--- src/rtl/intarith_pkg.sv ---
package intarith_pkg;

    localparam int FN_W = 7;

    typedef enum logic [1:0] {
        OPK_NONE  = 2'd0,
        OPK_ARITH = 2'd1,
        OPK_CMP   = 2'd2,
        OPK_BYTES = 2'd3
    } op_kind_e;

    typedef enum logic [2:0] {
        CMP_EQ  = 3'd0,
        CMP_SLE = 3'd1,
        CMP_SLT = 3'd2,
        CMP_ULE = 3'd3,
        CMP_ULT = 3'd4
    } cmp_sel_e;

    typedef struct packed {
        op_kind_e   kind;
        logic       sub;
        logic [1:0] shamt;
        logic       quad;
        logic       trap;
        cmp_sel_e   cmp;
    } fn_ctl_t;

    // Map a function code to control fields; unknown codes give OPK_NONE.
    function automatic fn_ctl_t decode_fn(input logic [FN_W-1:0] fn);
        fn_ctl_t c;
        c = '{kind: OPK_NONE, sub: 1'b0, shamt: 2'd0, quad: 1'b0, trap: 1'b0, cmp: CMP_EQ};
        case (fn)
            7'h00: begin c.kind = OPK_ARITH; end
            7'h40: begin c.kind = OPK_ARITH; c.trap = 1'b1; end
            7'h02: begin c.kind = OPK_ARITH; c.shamt = 2'd2; end
            7'h12: begin c.kind = OPK_ARITH; c.shamt = 2'd3; end
            7'h20: begin c.kind = OPK_ARITH; c.quad = 1'b1; end
            7'h60: begin c.kind = OPK_ARITH; c.quad = 1'b1; c.trap = 1'b1; end
            7'h22: begin c.kind = OPK_ARITH; c.quad = 1'b1; c.shamt = 2'd2; end
            7'h32: begin c.kind = OPK_ARITH; c.quad = 1'b1; c.shamt = 2'd3; end
            7'h09: begin c.kind = OPK_ARITH; c.sub = 1'b1; end
            7'h49: begin c.kind = OPK_ARITH; c.sub = 1'b1; c.trap = 1'b1; end
            7'h0B: begin c.kind = OPK_ARITH; c.sub = 1'b1; c.shamt = 2'd2; end
            7'h1B: begin c.kind = OPK_ARITH; c.sub = 1'b1; c.shamt = 2'd3; end
            7'h29: begin c.kind = OPK_ARITH; c.sub = 1'b1; c.quad = 1'b1; end
            7'h69: begin c.kind = OPK_ARITH; c.sub = 1'b1; c.quad = 1'b1; c.trap = 1'b1; end
            7'h2B: begin c.kind = OPK_ARITH; c.sub = 1'b1; c.quad = 1'b1; c.shamt = 2'd2; end
            7'h3B: begin c.kind = OPK_ARITH; c.sub = 1'b1; c.quad = 1'b1; c.shamt = 2'd3; end
            7'h2D: begin c.kind = OPK_CMP; c.cmp = CMP_EQ;  end
            7'h6D: begin c.kind = OPK_CMP; c.cmp = CMP_SLE; end
            7'h4D: begin c.kind = OPK_CMP; c.cmp = CMP_SLT; end
            7'h3D: begin c.kind = OPK_CMP; c.cmp = CMP_ULE; end
            7'h1D: begin c.kind = OPK_CMP; c.cmp = CMP_ULT; end
            7'h0F: begin c.kind = OPK_BYTES; end
            default: c.kind = OPK_NONE;
        endcase
        return c;
    endfunction

endpackage

--- src/rtl/intarith_addsub.sv ---
module intarith_addsub #(
    parameter int DATA_W = 64
) (
    input  logic [DATA_W-1:0] a_i,
    input  logic [DATA_W-1:0] b_i,
    input  logic              sub_i,
    input  logic [1:0]        shamt_i,
    input  logic              quad_i,
    input  logic              trap_i,
    output logic [DATA_W-1:0] sum_o,
    output logic              ovf_o
);
    localparam int HALF_W = DATA_W / 2;

    logic [DATA_W-1:0] a_scaled;
    logic [DATA_W-1:0] raw;
    logic              sgn_a, sgn_b, sgn_r;
    logic              same_sign;

    always_comb begin
        a_scaled = a_i << shamt_i;
        raw      = sub_i ? (a_scaled - b_i) : (a_scaled + b_i);
        if (quad_i) begin
            sum_o = raw;
            sgn_a = a_i[DATA_W-1];
            sgn_b = b_i[DATA_W-1];
            sgn_r = raw[DATA_W-1];
        end else begin
            sum_o = {{HALF_W{raw[HALF_W-1]}}, raw[HALF_W-1:0]};
            sgn_a = a_i[HALF_W-1];
            sgn_b = b_i[HALF_W-1];
            sgn_r = raw[HALF_W-1];
        end
        same_sign = (sgn_a == sgn_b);
        ovf_o     = trap_i && (sub_i ? !same_sign : same_sign) && (sgn_r != sgn_a);
    end


    always_comb begin
        if (!trap_i) begin
            assert (ovf_o == 1'b0);
        end
    end

endmodule

--- src/rtl/intarith_cmp.sv ---
module intarith_cmp
    import intarith_pkg::*;
#(
    parameter int DATA_W = 64,
    parameter int LANE_W = 8
) (
    input  logic [DATA_W-1:0]        a_i,
    input  logic [DATA_W-1:0]        b_i,
    input  cmp_sel_e                 sel_i,
    output logic                     flag_o,
    output logic [DATA_W/LANE_W-1:0] lanes_o
);
    localparam int LANES = DATA_W / LANE_W;

    logic eq, slt, ult;

    always_comb begin
        eq  = (a_i == b_i);
        slt = ($signed(a_i) < $signed(b_i));
        ult = (a_i < b_i);
        case (sel_i)
            CMP_EQ:  flag_o = eq;
            CMP_SLE: flag_o = slt | eq;
            CMP_SLT: flag_o = slt;
            CMP_ULE: flag_o = ult | eq;
            CMP_ULT: flag_o = ult;
            default: flag_o = 1'b0;
        endcase
    end

    for (genvar i = 0; i < LANES; i++) begin : g_lane
        assign lanes_o[i] = (a_i[i*LANE_W +: LANE_W] >= b_i[i*LANE_W +: LANE_W]);
    end

endmodule

--- src/rtl/intarith_unit.sv ---
module intarith_unit
    import intarith_pkg::*;
#(
    parameter int DATA_W = 64,
    parameter int LANE_W = 8
) (
    input  logic              clk,
    input  logic              rst_n,
    input  logic [FN_W-1:0]   fn_i,
    input  logic [DATA_W-1:0] opa_i,
    input  logic [DATA_W-1:0] opb_i,
    output logic [DATA_W-1:0] res_o,
    output logic              ovf_o,
    output logic              bad_fn_o
);
    localparam int LANES  = DATA_W / LANE_W;
    localparam int HALF_W = DATA_W / 2;

    typedef struct packed {
        logic [DATA_W-1:0] res;
        logic              ovf;
        logic              bad;
    } out_t;

    fn_ctl_t           ctl;
    logic [DATA_W-1:0] arith_res;
    logic              arith_ovf;
    logic              cmp_flag;
    logic [LANES-1:0]  lane_mask;
    out_t              out_d, out_q;
    logic              armed_q;

    assign ctl = decode_fn(fn_i);

    intarith_addsub #(.DATA_W(DATA_W)) u_addsub (
        .a_i     (opa_i),
        .b_i     (opb_i),
        .sub_i   (ctl.sub),
        .shamt_i (ctl.shamt),
        .quad_i  (ctl.quad),
        .trap_i  (ctl.trap),
        .sum_o   (arith_res),
        .ovf_o   (arith_ovf)
    );

    intarith_cmp #(.DATA_W(DATA_W), .LANE_W(LANE_W)) u_cmp (
        .a_i     (opa_i),
        .b_i     (opb_i),
        .sel_i   (ctl.cmp),
        .flag_o  (cmp_flag),
        .lanes_o (lane_mask)
    );

    always_comb begin
        out_d = '0;
        case (ctl.kind)
            OPK_ARITH: begin
                out_d.res = arith_res;
                out_d.ovf = arith_ovf;
            end
            OPK_CMP:   out_d.res = {{(DATA_W-1){1'b0}}, cmp_flag};
            OPK_BYTES: out_d.res = {{(DATA_W-LANES){1'b0}}, lane_mask};
            default:   out_d.bad = 1'b1;
        endcase
    end

    always_ff @(posedge clk) begin
        if (!rst_n) begin
            out_q   <= '0;
            armed_q <= 1'b0;
        end else begin
            out_q   <= out_d;
            armed_q <= 1'b1;
        end
    end

    assign res_o    = out_q.res;
    assign ovf_o    = out_q.ovf;
    assign bad_fn_o = out_q.bad;


    reset_zero_chk: assert property (@(posedge clk)
        !rst_n |=> (res_o == '0 && !ovf_o && !bad_fn_o));


    no_overflow_chk: assert property (@(posedge clk) disable iff (!rst_n)
        (armed_q && !$past(ctl.trap)) |-> !ovf_o);


    cmp_bool_chk: assert property (@(posedge clk) disable iff (!rst_n)
        (armed_q && $past(ctl.kind) == OPK_CMP) |-> (res_o[DATA_W-1:1] == '0));


    byte_mask_chk: assert property (@(posedge clk) disable iff (!rst_n)
        (armed_q && $past(ctl.kind) == OPK_BYTES) |-> (res_o[DATA_W-1:LANES] == '0));


    bad_fn_chk: assert property (@(posedge clk) disable iff (!rst_n)
        bad_fn_o |-> (res_o == '0 && !ovf_o));


    long_sext_chk: assert property (@(posedge clk) disable iff (!rst_n)
        (armed_q && $past(ctl.kind) == OPK_ARITH && !$past(ctl.quad))
        |-> (res_o[DATA_W-1:HALF_W] == {HALF_W{res_o[HALF_W-1]}}));

endmodule

--- config.mk ---
export PLATFORM = sky130hd
export DESIGN_NAME = intarith_unit
export DESIGN_NICKNAME = d
export VERILOG_FILES = /design/src/rtl/intarith_pkg.sv /design/src/rtl/intarith_addsub.sv /design/src/rtl/intarith_cmp.sv /design/src/rtl/intarith_unit.sv
export SDC_FILE = /design/constraint.sdc
export NUM_CORES = 1
export LEC_CHECK = 0
export ABC_AREA = 1
export CAP_MARGIN = 20
export CORE_MARGIN = 8
export CORE_UTILIZATION = 51
export CTS_BUF_LIST = sky130_fd_sc_hd__clkbuf_8
export CTS_CLUSTER_SIZE = 20
export DETAILED_ROUTE_END_ITERATION = 10
export PLACE_DENSITY = 0.86
export REMOVE_ABC_BUFFERS = 1
export SETUP_SLACK_MARGIN = 0.2
export SYNTH_ARGS = -nofsm -noshare
export SYNTH_HDL_FRONTEND = slang
export SYNTH_SLANG_ARGS = --single-unit
export TNS_END_PERCENT = 10
--- constraint.sdc ---
create_clock -name clk -period 4.2 [get_ports clk]
set_input_delay 1.05 -clock clk [delete_from_list [all_inputs] [get_ports clk]]
set_output_delay 1.05 -clock clk [all_outputs]
set_load 0.005 [all_outputs]
==> results.json, run 1 <==
{
  "num_rows": 55,
  "worstEpCategory": "register data pin",
  "cts-root-buf": "clkbuf_8",
  "synth_cell_types": 56,
  "yosysMostFrequentCell": "nand2_1",
  "synth.area.top_cells": "ha_1, nand2_1, dfxtp_1, inv_1, a21oi_1",
  "synth_top_cell_area_share_pct": 14.5,
  "synthXorXnorAreaFrac_pct": 5.93,
  "hpwl_um": 45100,
  "place_congestion": 1.12,
  "synth_seq_cells": 66,
  "synth_cells": 2004,
  "syn_area_um2": 11600,
  "htreeDepth": 3,
  "die_h_um": 167,
  "synth_fa_ha_area_share_pct": 14.7,
  "clockBufferDepth": 2,
  "stop_stage": "global routing",
  "synth_async_sr_flop_share_pct": 0,
  "stop_error": "[ERROR GRT-0232] Routing congestion too high. Check the congestion heatmap in the GUI.",
  "ctsHoldBuffers": 0,
  "cts.sinks": 66,
  "track_usage_pct": 73.8,
  "postGrtWorstEndpoint": "res_o[62]$_SDFF_PN0_/D",
  "postSynthAreaPerCell_um2": 5.81,
  "yosys_warnings": 0,
  "synthSimpleGateAreaFrac_pct": 30.2,
  "yosysSeqAreaShare_pct": 11.4,
  "run_status": "aborted with a tool error",
  "synth-compound-area-share_pct": 25.6,
  "synth_commonest_cells": "nand2_1, inv_1, nor2_1",
  "grt_overflow_total": 112,
  "die_w_um": 167,
  "initial_core_util_pct": 51.7,
  "synth_edf_count": 0,
  "io_buffers": 202,
  "synth_ff_type": "dfxtp_1",
  "synth_top_family_by_area": "simple AND/OR/NAND/NOR gates",
  "yosys.area.top_type": "ha_1",
  "cts_buffers": 9,
  "synth_mux_area_share_pct": 0.0860,
  "io_pins": 203,
  "grt_max_degree": 29
}
==> cell families after synthesis <==
group,count (synthesis)
AOI/OAI and AO/OA,527
xor gates and xnor gates,78
adders and majority gates,136
buffers and inverters,365
DFF,66
muxes,1
and+or+nand+nor,831
==> layer usage <==
| metal | GRT usage, % | overflow |
|---|---|---|
| met5 | 33.5 | 0 |
| met4 | 72.3 | 39 |
| met3 | 64.5 | 5 |
| met2 | 88.1 | 64 |
| met1 | 71.6 | 4 |
==> what timing repair did <==
item	CTS
gates cloned	1
setup endpoints to repair	52
pin swaps	105
setup buffers	84
resized for setup	402
==> stage by stage <==
stage / worst slack, ps / std cells / instance area [um^2] / hold slack, ps
2_1_floorplan: -1900 / 1962 / 11400 / 1190
3_3_place_gp: -1220 / 2912 / 17400 / 1760
3_5_place_dp: -1240 / 2912 / 17400 / 1760
4_1_cts: 104 / 3013 / 19200 / 1260
==> run 2, diff against run 1 <==
- CORE_UTILIZATION: 51 -> 40
- CTS_BUF_LIST: sky130_fd_sc_hd__clkbuf_8 -> unset
- CTS_CLUSTER_SIZE: 20 -> unset
- PLACE_DENSITY: 0.86 -> unset
- PLACE_DENSITY_LB_ADDON: unset -> 0.15
- SETUP_SLACK_MARGIN: 0.2 -> unset
- clock period: 4.2 -> 5.5 ns (I/O delays scaled with it)
==> run 2 against run 1 <==
The flow now finishes without violations. Area after synthesis unchanged. Synthesized cell count unchanged.
==> results.json, run 2 <==
{
  "fin_nets": 2642,
  "synth_cells": 2004,
  "fill_cells": 3001,
  "drt_iter0_drc": 1279,
  "setup_slack_ps": 178,
  "pre_cts_slack_ps": -271,
  "cts-root-buf": "clkbuf_16",
  "cp-start-kind": "input pin",
  "critPathCapture": "res_o[56]",
  "synth_async_sr_flop_share_pct": 0,
  "synth_commonest_cells": "nand2_1, inv_1, nor2_1",
  "postSynthAreaPerCell_um2": 5.81,
  "crit_cells": 25,
  "grt_overflow_total": 0,
  "crit_start": "opb_i[1]",
  "rsz0062_at_grt": "true",
  "track_usage_pct": 29.3,
  "yosys.area.top_type": "ha_1",
  "synth_ff_type": "dfxtp_1",
  "hold_viol": 0,
  "powerDensity_nw_per_um2": 170,
  "synth.area.top_cells": "ha_1, nand2_1, dfxtp_1, inv_1, a21oi_1",
  "initial_core_util_pct": 40.5,
  "finalSetupViolCount": 0,
  "placed_area_um2": 15500,
  "clockBufferDepth": 2,
  "cts_buffers": 9,
  "fin_area_um2": 15800,
  "synth-compound-area-share_pct": 25.6,
  "netSwitchingFraction_pct": 43.5,
  "critPathMaxFanout": 5,
  "power_frac_clock_pct": 24.9,
  "cp_slowest_cell": "clkdlybuf4s50_1",
  "ctsHoldBuffers": 0,
  "crit_type": "input pin to flip-flop",
  "crit_family": "simple AND/OR/NAND/NOR gates",
  "period_share_pct": 96.8,
  "fp.coreArea_um2": 28700,
  "seqPwrFrac_pct": 18.7,
  "wl_per_cell_um": 19.3,
  "diodes": 0,
  "first_pass_iters": 7,
  "end_kind": "flip-flop",
  "period_minus_slack_ps": 5320,
  "synth_top_family_by_area": "simple AND/OR/NAND/NOR gates",
  "tightestPinTransition_ps": 1110,
  "num_rows": 62,
  "p_int_uw": 1520,
  "hpwl_um": 45700,
  "io_pins": 203,
  "grt_max_degree": 69,
  "clk_pin_slew_ps": 70,
  "p_switching_uw": 1170,
  "p_comb_share_pct": 56.5,
  "synth_seq_cells": 66,
  "post-route-drc-count": 0,
  "leakage_uw": 0.00766,
  "syn_area_um2": 11600,
  "via_per_inst": 5.43,
  "slew_headroom_pct": 25.1,
  "yosysSeqAreaShare_pct": 11.4,
  "maxCapViolCount": 0,
  "vias": 15000,
  "arrival_ps": 5580,
  "htreeDepth": 3,
  "largest_register_ff_count": 64,
  "postRouteAntennaNets": 0,
  "grt_pass1_wl_um": 80600,
  "drive_gt1_share_pct": 11.4,
  "synthSimpleGateAreaFrac_pct": 30.2,
  "wirelength_um": 53200,
  "place_congestion": 1.03,
  "slowest_delay_ps": 420,
  "max_freq_ghz": 0.188,
  "antenna_found_initial": 0,
  "yosysMostFrequentCell": "nand2_1",
  "synth_cell_types": 56,
  "critPathBufInv": 8,
  "run_status": "finished, final reports clean",
  "cts.sinks": 66,
  "synth_fa_ha_area_share_pct": 14.7,
  "final_max_slew_viol_count": 0,
  "yosys_warnings": 0,
  "synth_edf_count": 0,
  "synth_mux_area_share_pct": 0.0860,
  "die_h_um": 187,
  "die_w_um": 187,
  "layout_commonest_cell": "nand2_1",
  "cts_tree": "built",
  "synth_top_cell_area_share_pct": 14.5,
  "io_buffers": 202,
  "area_growth_pct": 36.0,
  "ir_drop_v": 0.000157,
  "synthXorXnorAreaFrac_pct": 5.93,
  "hp-class": "input pin to flip-flop",
  "final_cell_mix": "nand2_1, inv_1, nor2_1",
  "worstPathRequired_ps": 5760,
  "grt_pass1_vias": 14100,
  "design.die.area_um2": 34800
}
## run 2: cell counts after synthesis
Identical to the previous run, type by type.
## run 2: area by class of cell
class / count / area [um^2] / share of cell area (%)
flip-flops and latches: 66 / 1320 / 8.35
repair buffers: 396 / 3530 / 22.3
multi-input cells: 1573 / 8950 / 56.6
well taps: 384 / 480 / 3.04
inverters: 323 / 1220 / 7.69
clock inverters: 6 / 88.8 / 0.561
clock buffers: 10 / 239 / 1.51
## run 2: kinds of logic after synthesis
| logic type | after synthesis |
|---|---|
| AND/OR/NAND/NOR | 831 |
| XOR/XNOR | 78 |
| flip-flops | 66 |
| buffers and inverters | 365 |
| adder cells (fa/ha/maj) | 136 |
| AO/OA/AOI/OAI | 527 |
| multiplexers | 1 |
## run 2: worst min-delay path by stage
| stage | start | endpoint | slack (ps) | depth (start not counted) |
|---|---|---|---|---|
| final | rst_n | res_o[2] | 1770 | 3 |
| after global routing | rst_n | res_o[2] | 1840 | 3 |
| after CTS | rst_n | res_o[2] | 1750 | 3 |
| after detailed placement | res_o[43] | res_o[43] | 2080 | 1 |
| after global placement | res_o[38] | res_o[38] | 2080 | 1 |
| after floorplan | rst_n | res_o[2] | 1510 | 2 |
## run 2: per-stage QoR
step	std cells	total power, uW	hold WS, ps	utilization [%]	TNS (ps)
global placement	2741	1990	2080	53.9	-1030
CTS	2757	2660	1750	55.0	0
floorplan	1962	1310	1510	-	-39900
finish	2758	2700	1770	55.1	0
global route	2758	2860	1840	55.1	-944
detailed placement	2741	1990	2080	53.9	-1420
## run 2: worst min-delay path, stage by stage
cell	delay, ps
clkdlybuf4s50_1	490
nand3_1	110
o21ai_0	90
## run 2: per-layer routing
layer	track usage, %	routed length, um	share of wire (%)	vias up
met5	0	0	0	-
met3	4.31	4070	7.6	83
met2	45.6	22600	43	666
met4	9.59	1640	3.1	0
li1	-	-	-	7400
met1	40.8	24900	47	6830
## run 2: what timing repair did
item	CTS	global route
setup buffers	0	1
resized for setup	0	12
endpoints found under the hold margin	0	0
endpoints found under the setup margin	0	20
## run 2: power by group through the flow
stage | Clock [uW] | Sequential, uW | Combinational (uW)
after global placement | 0 | 514 | 1470
final | 670 | 503 | 1520
after floorplan | 0 | 516 | 792
after global routing | 698 | 505 | 1660
after detailed placement | 0 | 514 | 1480
after CTS | 673 | 504 | 1490
Note: power is estimated with default switching activity, not from simulation.
